<file path="config.mk">
export PLATFORM = sky130hd
export DESIGN_NAME = serial_rx_brk
export DESIGN_NICKNAME = d
export VERILOG_FILES = /design/src/rtl/rxb_pkg.sv /design/src/rtl/rxb_frame.sv /design/src/rtl/rxb_fifo.sv /design/src/rtl/rxb_status.sv /design/src/rtl/serial_rx_brk.sv
export SDC_FILE = /design/constraint.sdc
export NUM_CORES = 1
export LEC_CHECK = 0
export ABC_AREA = 0
export BUFFER_PORTS_ARGS = -buffer_cell sky130_fd_sc_hd__buf_4
export CELL_PAD_IN_SITES_DETAIL_PLACEMENT = 0
export CELL_PAD_IN_SITES_GLOBAL_PLACEMENT = 1
export CORE_MARGIN = 5
export CORE_UTILIZATION = 50
export CTS_BUF_LIST = sky130_fd_sc_hd__clkbuf_8 sky130_fd_sc_hd__clkbuf_16
export CTS_CLUSTER_SIZE = 24
export DETAILED_ROUTE_END_ITERATION = 8
export GPL_ROUTABILITY_DRIVEN = 1
export PLACE_DENSITY_LB_ADDON = 0.12
export SETUP_SLACK_MARGIN = 0.4
export SKIP_LAST_GASP = 1
export SLEW_MARGIN = 0
export SYNTH_ARGS = -nofsm -noshare
export SYNTH_HDL_FRONTEND = slang
export SYNTH_SLANG_ARGS = --single-unit
</file>
<file path="constraint.sdc">
create_clock -name clk -period 3.2 [get_ports clk]
set_input_delay 0.32 -clock clk [delete_from_list [all_inputs] [get_ports clk]]
set_output_delay 0.32 -clock clk [all_outputs]
set_load 0.02 [all_outputs]
</file>
<file path="src/rtl/rxb_pkg.sv">
package rxb_pkg;
  localparam int OSR = 16;

  typedef struct packed {
    logic       brk;
    logic       ferr;
    logic       perr;
    logic [7:0] data;
  } rx_entry_t;

  typedef enum logic [2:0] {
    ST_IDLE, ST_START, ST_DATA, ST_PAR, ST_STOP, ST_HOLD, ST_BWAIT
  } rx_state_t;

  // sample ticks in one full character at the given settings
  function automatic logic [7:0] frame_ticks(logic [1:0] len_code, logic par_en,
                                             logic two_stop);
    int unsigned b;
    b = 7 + int'(len_code) + int'(par_en) + int'(two_stop);
    return 8'(b * OSR);
  endfunction

  function automatic logic parity_bit(logic [7:0] d, logic odd);
    return (^d) ^ odd;
  endfunction

  // bits arrive LSB first into the top of the shifter
  function automatic logic [7:0] align(logic [7:0] sh, logic [1:0] len_code);
    return sh >> (2'd3 - len_code);
  endfunction
endpackage

</file>
<file path="src/rtl/rxb_frame.sv">
module rxb_frame
  import rxb_pkg::*;
(
  input  logic      clk,
  input  logic      rst_n,
  input  logic      tick,
  input  logic      rxd,
  input  logic [1:0] len_code,
  input  logic      par_en,
  input  logic      par_odd,
  input  logic      two_stop,
  output logic      push,
  output rx_entry_t push_entry
);
  localparam int TW = $clog2(OSR);
  localparam logic [TW-1:0] MID  = TW'(OSR / 2 - 1);
  localparam logic [TW-1:0] LAST = TW'(OSR - 1);

  rx_state_t     state;
  logic [TW-1:0] tcnt;
  logic [2:0]    bidx;
  logic [7:0]    sh, low_cnt;
  logic          all_low, perr_q, ferr_q, stop2, mk;

  logic [7:0] limit, word;
  logic       mid_hit, glitch, brk_fire, mark_done;

  assign limit     = frame_ticks(len_code, par_en, two_stop);
  assign word      = align(sh, len_code);
  assign mid_hit   = tick && state == ST_START && tcnt == MID;
  assign glitch    = mid_hit && rxd;
  assign brk_fire  = tick && state == ST_HOLD && !rxd && low_cnt >= limit;
  assign mark_done = tick && state == ST_BWAIT && rxd && mk;

  always_ff @(posedge clk or negedge rst_n) begin
    if (!rst_n) begin
      state      <= ST_IDLE;
      tcnt       <= '0;
      bidx       <= '0;
      sh         <= '0;
      low_cnt    <= '0;
      all_low    <= 1'b0;
      perr_q     <= 1'b0;
      ferr_q     <= 1'b0;
      stop2      <= 1'b0;
      mk         <= 1'b0;
      push       <= 1'b0;
      push_entry <= '0;
    end else begin
      push <= 1'b0;
      if (tick) begin
        low_cnt <= rxd ? 8'd0 : ((&low_cnt) ? low_cnt : low_cnt + 8'd1);
        tcnt    <= tcnt + 1'b1;
        unique case (state)
          ST_IDLE: begin
            if (!rxd) begin
              state <= ST_START;
              tcnt  <= TW'(1);
            end else begin
              tcnt <= '0;
            end
          end
          ST_START: begin
            if (tcnt == MID) begin
              if (rxd) begin
                state <= ST_IDLE;
              end else begin
                state   <= ST_DATA;
                tcnt    <= '0;
                bidx    <= '0;
                sh      <= '0;
                all_low <= 1'b1;
                perr_q  <= 1'b0;
                ferr_q  <= 1'b0;
                stop2   <= 1'b0;
              end
            end
          end
          ST_DATA: begin
            if (tcnt == LAST) begin
              sh      <= {rxd, sh[7:1]};
              all_low <= all_low & !rxd;
              if (bidx == {1'b1, len_code}) begin
                state <= par_en ? ST_PAR : ST_STOP;
              end else begin
                bidx <= bidx + 3'd1;
              end
            end
          end
          ST_PAR: begin
            if (tcnt == LAST) begin
              perr_q  <= rxd != parity_bit(word, par_odd);
              all_low <= all_low & !rxd;
              state   <= ST_STOP;
            end
          end
          ST_STOP: begin
            if (tcnt == LAST) begin
              if (two_stop && !stop2) begin
                stop2   <= 1'b1;
                ferr_q  <= ferr_q | !rxd;
                all_low <= all_low & !rxd;
              end else if (all_low && !rxd) begin
                state <= ST_HOLD;
              end else begin
                push       <= 1'b1;
                push_entry <= '{1'b0, ferr_q | !rxd, perr_q, word};
                state      <= ST_IDLE;
              end
            end
          end
          ST_HOLD: begin
            if (rxd) begin
              push       <= 1'b1;
              push_entry <= '{1'b0, 1'b1, perr_q, word};
              state      <= ST_IDLE;
            end else if (brk_fire) begin
              push       <= 1'b1;
              push_entry <= '{1'b1, 1'b1, 1'b0, 8'h00};
              state      <= ST_BWAIT;
              mk         <= 1'b0;
            end
          end
          ST_BWAIT: begin
            if (rxd) begin
              if (mark_done) state <= ST_IDLE;
              mk <= 1'b1;
            end else begin
              mk <= 1'b0;
            end
          end
          default: state <= ST_IDLE;
        endcase
      end
    end
  end

  AST_GLITCH_REJECT: assert property (@(posedge clk) disable iff (!rst_n)
    glitch |=> state == ST_IDLE && !push);
  AST_BWAIT_SILENT: assert property (@(posedge clk) disable iff (!rst_n)
    (state == ST_BWAIT && $past(state) == ST_BWAIT) |-> !push);
  AST_MARK_EXIT: assert property (@(posedge clk) disable iff (!rst_n)
    ($past(state) == ST_BWAIT && state != ST_BWAIT) |-> $past(rxd) && $past(mk));
  AST_BRK_AFTER_LOW: assert property (@(posedge clk) disable iff (!rst_n)
    (push && push_entry.brk) |-> $past(state) == ST_HOLD && !$past(rxd)
                                 && $past(low_cnt) >= $past(limit));
endmodule

</file>
<file path="src/rtl/rxb_fifo.sv">
module rxb_fifo #(
  parameter int DEPTH = 16,
  parameter int W     = 11
) (
  input  logic         clk,
  input  logic         rst_n,
  input  logic         push,
  input  logic         pop,
  input  logic [W-1:0] din,
  output logic [W-1:0] head,
  output logic         empty,
  output logic         full,
  output logic         drop
);
  localparam int AW = $clog2(DEPTH);
  localparam int CW = AW + 1;

  logic [W-1:0]  mem [DEPTH];
  logic [AW-1:0] wp, rp;
  logic [CW-1:0] count;
  logic          push_ok, pop_ok;

  assign full    = count == CW'(DEPTH);
  assign empty   = count == '0;
  assign push_ok = push && !full;
  assign pop_ok  = pop && !empty;
  assign drop    = push && full;
  assign head    = mem[rp];

  always_ff @(posedge clk) begin
    if (push_ok) mem[wp] <= din;
  end

  always_ff @(posedge clk or negedge rst_n) begin
    if (!rst_n) begin
      wp    <= '0;
      rp    <= '0;
      count <= '0;
    end else begin
      if (push_ok) wp <= wp + 1'b1;
      if (pop_ok)  rp <= rp + 1'b1;
      count <= count + CW'(push_ok) - CW'(pop_ok);
    end
  end

  AST_NO_OVERFLOW: assert property (@(posedge clk) disable iff (!rst_n)
    count <= CW'(DEPTH));
  AST_FULL_DROP: assert property (@(posedge clk) disable iff (!rst_n)
    (push && full && !pop) |=> $stable(count));
endmodule

</file>
<file path="src/rtl/rxb_status.sv">
module rxb_status (
  input  logic       clk,
  input  logic       rst_n,
  input  logic       empty,
  input  logic       pop,
  input  logic       drop,
  input  logic       lsr_rd,
  input  logic [2:0] head_tags,  // {brk, ferr, perr}
  output logic [4:0] lsr
);
  logic prev_empty, prev_pop, load;
  logic brk_q, ferr_q, perr_q, ovr_q;

  // a new entry has just become the head
  assign load = !empty && (prev_empty || prev_pop);

  always_ff @(posedge clk or negedge rst_n) begin
    if (!rst_n) begin
      prev_empty <= 1'b1;
      prev_pop   <= 1'b0;
      brk_q      <= 1'b0;
      ferr_q     <= 1'b0;
      perr_q     <= 1'b0;
      ovr_q      <= 1'b0;
    end else begin
      prev_empty <= empty;
      prev_pop   <= pop && !empty;
      brk_q      <= (brk_q  && !lsr_rd) || (load && head_tags[2]);
      ferr_q     <= (ferr_q && !lsr_rd) || (load && head_tags[1]);
      perr_q     <= (perr_q && !lsr_rd) || (load && head_tags[0]);
      ovr_q      <= (ovr_q  && !lsr_rd) || drop;
    end
  end

  assign lsr = {brk_q, ferr_q, perr_q, ovr_q, !empty};

  AST_BRK_CLEAR: assert property (@(posedge clk) disable iff (!rst_n)
    (lsr_rd && !load) |=> !brk_q);
  AST_BRK_AT_HEAD: assert property (@(posedge clk) disable iff (!rst_n)
    $rose(brk_q) |-> $past(!empty) && $past(head_tags[2]));
endmodule

</file>
<file path="src/rtl/serial_rx_brk.sv">
module serial_rx_brk
  import rxb_pkg::*;
#(
  parameter int DEPTH = 16
) (
  input  logic       clk,
  input  logic       rst_n,
  input  logic       sample_tick,
  input  logic       rxd,
  input  logic [1:0] cfg_len,
  input  logic       cfg_par_en,
  input  logic       cfg_par_odd,
  input  logic       cfg_two_stop,
  input  logic       rx_pop,
  output logic [7:0] rx_data,
  output logic       rx_valid,
  input  logic       lsr_rd,
  output logic [4:0] lsr_q
);
  localparam int EW = $bits(rx_entry_t);

  logic      push, empty, full, drop;
  rx_entry_t push_entry, head;
  logic [EW-1:0] head_vec;

  rxb_frame u_frame (
    .clk       (clk),
    .rst_n     (rst_n),
    .tick      (sample_tick),
    .rxd       (rxd),
    .len_code  (cfg_len),
    .par_en    (cfg_par_en),
    .par_odd   (cfg_par_odd),
    .two_stop  (cfg_two_stop),
    .push      (push),
    .push_entry(push_entry)
  );

  rxb_fifo #(.DEPTH(DEPTH), .W(EW)) u_fifo (
    .clk  (clk),
    .rst_n(rst_n),
    .push (push),
    .pop  (rx_pop),
    .din  (push_entry),
    .head (head_vec),
    .empty(empty),
    .full (full),
    .drop (drop)
  );

  assign head = head_vec;

  rxb_status u_stat (
    .clk      (clk),
    .rst_n    (rst_n),
    .empty    (empty),
    .pop      (rx_pop),
    .drop     (drop),
    .lsr_rd   (lsr_rd),
    .head_tags({head.brk, head.ferr, head.perr}),
    .lsr      (lsr_q)
  );

  assign rx_data  = head.data;
  assign rx_valid = !empty;

  AST_FULL_FLAG: assert property (@(posedge clk) disable iff (!rst_n)
    full |-> rx_valid);
endmodule

</file>
Word level (Yosys, flattened, before mapping)
Memories as Yosys holds them, arrays and structs flattened.
Cells that the tools add are included.
{"block": "totals", "reg_bits": 62, "ramBits": 176, "input_bits": 11, "out_inout_bits": 14, "elab_cells": 184, "mem_count": 1}
{"block": "op_classes", "add_sub_neg": 11, "n_lt_le_gt_ge": 1, "eq_ne": 29, "shifts": 1, "n_mux": 65, "bitwise_logic": 3, "n_reduce_logical": 49}
{"name": "u_fifo.mem", "depth": 16, "width": 11, "read_ports": 1, "rd_clocked_by_memory_dff": 0, "wr": 1, "line": "rxb_fifo.sv:18", "text": "logic [W-1:0] mem [DEPTH];"}
{"operator": "11-bit 2-to-1 mux", "n": 5}
{"operator": "3-bit 2-to-1 mux", "n": 17}
{"operator": "8-bit 2-to-1 mux", "n": 5}
{"operator": "1-bit 2-to-1 mux", "n": 24}
{"operator": "11-bit case mux with 2 select lines", "n": 1}
{"operator": "3-bit case mux with 7 select lines", "n": 1}
{"operator": "1-bit logical AND", "n": 19}
{"operator": "2-bit inequality test (second input constant)", "n": 9}
{"operator": "6-bit AND reduction", "n": 3}
{"operator": "2-bit by 1-bit inequality test with 1-bit output (second input constant)", "n": 8}
{"operator": "8-bit case mux with 2 select lines", "n": 1}
{"operator": "4-bit by 1-bit adder with 4-bit output (second input constant)", "n": 3}
{"operator": "11-bit AND reduction", "n": 1}
{"operator": "1-bit case mux with 2 select lines", "n": 5}
{"operator": "5-bit AND reduction", "n": 2}
{"operator": "2-bit nonzero test", "n": 5}
{"operator": "3-bit == test (second input constant)", "n": 3}
{"operator": "4-bit by 2-bit adder with 4-bit output", "n": 2}
{"operator": "8-bit by 1-bit adder with 8-bit output (second input constant)", "n": 1}
{"operator": "8-bit greater-or-equal comparator", "n": 1}
{"operator": "4-bit 2-to-1 mux", "n": 2}
{"operator": "4-bit case mux with 2 select lines", "n": 1}
{"operator": "8-bit AND reduction", "n": 1}
{"operator": "8-bit XOR reduction", "n": 1}
{"operator": "29 further kinds", "n": 38}

Depth between registers and ports, before layout
{"block": "logic_depth", "ltp_word": 9, "mapped_depth": 15, "depth_no_buf": 14}

By module
A second synthesis with hierarchy kept.
{"block": "hier_totals", "cells_unflattened": 706, "hier_area_um2": 10796.6}
{"mod": "rxb_fifo", "n_inst": 1, "cells_each": 406, "area_each_um2": 7739.9, "seq_area_each_um2": 5610.4}
{"mod": "rxb_frame", "n_inst": 1, "cells_each": 278, "area_each_um2": 2785.2, "seq_area_each_um2": 1076.0}
{"mod": "rxb_status", "n_inst": 1, "cells_each": 21, "area_each_um2": 267.8, "seq_area_each_um2": 151.4}
{"mod": "serial_rx_brk", "n_inst": 1, "cells_each": 1, "area_each_um2": 3.8, "seq_area_each_um2": 0.0}

Worst setup path after synthesis
Ideal clock, no wire load.
{"block": "synth_timing", "kind": "in2reg", "startpoint": "input port cfg_len[0]", "endpoint": "register u_frame.state[0]", "setup_ns": 0.125, "arrival_ns": 2.839, "required_time_ns": 3.075, "setup_slack_ns": 0.236, "cell_stages": 13, "n_path_buf": 1, "path_cell_list": "buf_2 inv_1 ha_1 inv_1 ha_1 inv_1 fa_1 ha_1 a21boi_0 o21a_1 o21ai_0 a211o_1 mux2_2"}
{"block": "synth_via", "elab_chain_len": 7, "word_cells_on_any_way": 9, "classes_between": "3 x add/sub; 1 x order compare; 3 x eq/ne; 2 x reduce/logical"}
{"item": "from (decl)", "line": "serial_rx_brk.sv:10", "text": "input logic [1:0] cfg_len,"}
{"item": "3-bit by 2-bit adder with 4-bit output", "line": "rxb_pkg.sv:19", "text": "b = 7 + int'(len_code) + int'(par_en) + int'(two_stop);"}
{"item": "4-bit by 2-bit adder with 4-bit output (2 in series)", "line": "rxb_pkg.sv:19"}
{"item": "8-bit greater-or-equal comparator", "line": "rxb_frame.sv:32", "text": "assign brk_fire = tick && state == ST_HOLD && !rxd && low_cnt >= limit;"}
{"item": "1-bit logical AND", "line": "rxb_frame.sv:32"}
{"item": "3-bit by 2-bit inequality test with 1-bit output (no line)"}
{"item": "11-bit AND reduction (no line) *"}
{"item": "to (signal assigned)", "line": "rxb_frame.sv:84", "text": "state <= par_en ? ST_PAR : ST_STOP;"}
{"item": "to (decl)", "line": "rxb_frame.sv:19", "text": "rx_state_t state;"}
Mark *: on every way between the ends. The rest lies on a longest branch, timed or not.
A chain may end at the register's enable or synchronous reset.

Worst setup path in the final report
{"block": "layout_timing", "startpoint": "register u_fifo.rp[0]", "endpoint": "output port rx_data[2]"}
{"block": "layout_via", "elab_chain_len": 1}
{"item": "from (decl)", "line": "rxb_fifo.sv:19", "text": "logic [AW-1:0] wp, rp;"}
{"item": "from (signal assigned)", "line": "rxb_fifo.sv:41", "text": "if (pop_ok) rp <= rp + 1'b1;"}
{"item": "memory 16 x 11 bit"}
{"item": "to (decl)", "line": "serial_rx_brk.sv:15", "text": "output logic [7:0] rx_data,"}
No other way between the ends.

==> impl_metrics.csv <==
group,metric,value,unit
timing,slew_viol_final,0,
grt,grtUsageTotal,18.19,%
synth,synth_cell_type_count,65,
status,outcome,"finished, final reports clean",
grt,grt_busiest_layer,"met2",
layout,final_cell_mix,"edfxtp_1, dfrtp_1, buf_4, mux4_2, nand2_1",
synth,syn_inst,665,
clocking,clock-sinks,238,
worst_setup_path,criticalPathCategory,"reg -> out",
min_path,min_from,"rx_pop",
layout,diodes,0,
clocking,cts_buffers,25,
floorplan,row_count,52,
worst_setup_path,worstPathArrival,2.41,ns
synth,yosys_warnings,0,
place,io_buffers,24,
worst_setup_path,critical_path_required,2.88,ns
timing,slew_headroom,40.20,%
worst_setup_path,startpoint_type,"flip-flop",
place,routabilityCongestion,0.8486,
synth,yosysTopAreaCellShare,50.64,%
layout,design_area,0.01195,mm²
flow_run,drv_cap,0,
synth,yosys_register_bits,238,
detailed_routing,avgRoutedWirePerCell,21.33,µm
clocking,root_buffer,"clkbuf_16",
place,place_area,0.01103,mm²
grt,met2_usage,31.76,%
worst_setup_path,r2r_start,"u_fifo.count[3]",
layout,finalNetCount,746,
grt,grt_pass1_vias,5925,
synth,syn_nets,700,
floorplan,pin_count,25,
timing,fin_crit_sh,85.23,%
floorplan,start_util,51.25,%
synth,seq_area_frac_synth,65.51,%
grt,grt_util_met1,24.94,%
detailed_routing,drcViolationCount,0,
clocking,clock_latency,0.52,ns
grt,antenna_found_initial,0,
detailed_routing,drtIter0Drc,300,
min_path,min_path_cells,2,
detailed_routing,drt-pass1-iter-count,5,
layout,seqCellArea,0.006839,mm²
synth,synthArstFlopShare,26.05,%
grt,grt_max_degree,63,
layout,post-route-util,58.66,%
worst_setup_path,end_kind,"primary output",
power_and_ir_drop,p_leak,0.004352,µW
floorplan,die_w,154.5,µm
detailed_routing,vias,5738,
layout,layout.cells.most_common,"edfxtp_1",
timing,clock_skew,0.01108,ns
timing,rsz0062_at_grt,"true",
layout,area_growth,14.46,%
timing,tightest_slew,0.8971,ns
worst_setup_path,reg2reg_slack,0.60,ns
min_path,min_to,"u_stat.prev_pop",
timing,period_minus_slack,2.727,ns
synth,synth_flop_cell,"edfxtp_1",
worst_setup_path,rr_worst_depth,14,
min_path,holdCritPathClass,"in -> reg",
grt,grt-ovfl-total,0,
synth,synth_edf_count,176,
detailed_routing,routed_wl,21330,µm
synth,synthTopCellsByArea,"edfxtp_1, dfrtp_1, mux4_2",
layout,drive_gt1_share,24.38,%
detailed_routing,ant_nets,0,
detailed_routing,avgViaCountPerCell,5.738,
grt,use_met3,2.738,%
synth,syn_avg_cell_area,15.70,µm²
grt,grt_pass1_wl,33900,µm
synth,synth_top_area_cell,"edfxtp_1",
floorplan,die_area,0.02386,mm²
timing,fmax,366.6,MHz
clocking,cts_buffer_depth,3,
synth,synth.cell_area,0.01044,mm²
power_and_ir_drop,power-per-cell-area,768.7,mW/mm²
clocking,path_clk_slew,0.06,ns
clocking,cts_max_level,1,
power_and_ir_drop,peakVddDrop,450.2,µV
timing,tns,0,ns
layout,multiInputGateArea,0.003282,mm²
timing,hold_viol,0,
place,dp_hpwl,13850,µm
timing,finalSetupViolCount,0,
floorplan,core_area,0.02036,mm²
worst_setup_path,r2r_end,"u_fifo.count[4]",
floorplan,fp.dieH,154.5,µm
worst_setup_path,critical_path.max_fanout,18,
layout,n_fill_cell,1561,
clocking,cts_tree,"yes",
-- metal layers --
metal / share of wire [%] / up-vias
met2: 52 / 117
met5: 0 / -
met1: 43 / 2976
met3: 3.8 / 22
li1: - / 2623
met4: 1.1 / 0
-- cell families (layout without fill, tap and decap cells) --
kind of cell / after synthesis / in the layout / share of synthesized area (%)
AO/OA/AOI/OAI: 93 / 93 / 5.670
XOR/XNOR: 26 / 26 / 2.182
adder cells (fa/ha/maj): 24 / 24 / 3.021
buffers and inverters: 79 / 144 / 3.548
flip-flops: 238 / 238 / 65.51
multiplexers: 68 / 68 / 13.50
AND/OR/NAND/NOR: 137 / 137 / 6.569
-- report_power, final --
group / internal [µW] / switching (µW)
registers: 3590 / 366
logic: 1210 / 1140
clock network: 1690 / 1190
total: 6490 / 2690
-- how the worst max path moves through the flow --
stage | from | end | slack, ns
global placement | cfg_two_stop | u_frame.push_entry[9] | 0.20
detailed placement | cfg_two_stop | u_frame.push_entry[9] | 0.13
finish | u_fifo.rp[0] | rx_data[2] | 0.47
CTS | u_fifo.rp[1] | rx_data[7] | 0.40
global route | u_fifo.rp[0] | rx_data[4] | 0.38
floorplan | cfg_len[0] | u_frame.state[0] | 0.40
-- worst max-delay path, stage by stage, from the launching register on --
cell	delay, ns
dfrtp_2	0.42
buf_12	0.21
mux4_1	0.60
mux4_2	0.48
buf_4	0.17
-- what timing repair did --
| action | in CTS | in global routing |
|---|---|---|
| setup endpoints to repair | 7 | 9 |
| hold buffers | 2 | 0 |
| gates cloned | 1 | 0 |
| hold endpoints to repair | 62 | 0 |
| gates resized for setup | 1 | 3 |
| setup buffers | 1 | 1 |
-- through the flow --
step	power, µW	setup WS, ns	hold WS (ns)	cells
after CTS	9283	0.4042	0.1102	999
after detailed placement	6312	0.1298	0.4864	949
after floorplan	5689	0.4016	0.02441	665
after global placement	6229	0.2044	0.4669	949
final	9183	0.4725	0.08048	1000
after global routing	9632	0.3827	0.06753	1000
-- synthesized netlist by cell type (9+ instances only) --
library cell / number
edfxtp_1: 176
nand2_1: 50
buf_2: 12
buf_4: 9
dfrtp_1: 61
xnor2_1: 19
mux4_2: 51
ha_1: 22
clkbuf_1: 10
o21ai_0: 27
a21oi_1: 25
inv_1: 36
nor2_1: 31
nand3_1: 10
-- area by class of cell --
type | instances | area share (%)
flip-flops and latches | 238 | 57.25
multi-input cells | 348 | 27.47
clock buffers | 25 | 5.237
repair buffers | 59 | 4.158
well taps | 270 | 2.828
clock inverters | 21 | 1.770
inverters | 39 | 1.288
-- registers in the layout, summed over array words and instances, names as in the netlist, 3 cells and up --
register,cells
u_fifo.wp,4
u_frame.bidx,3
u_frame.low_cnt,8
u_frame.state,3
u_frame.tcnt,4
u_frame.push_entry,11
u_fifo.mem,176
u_fifo.rp,4
u_frame.sh,8
u_fifo.count,5
(Power assumes the default switching activity.)
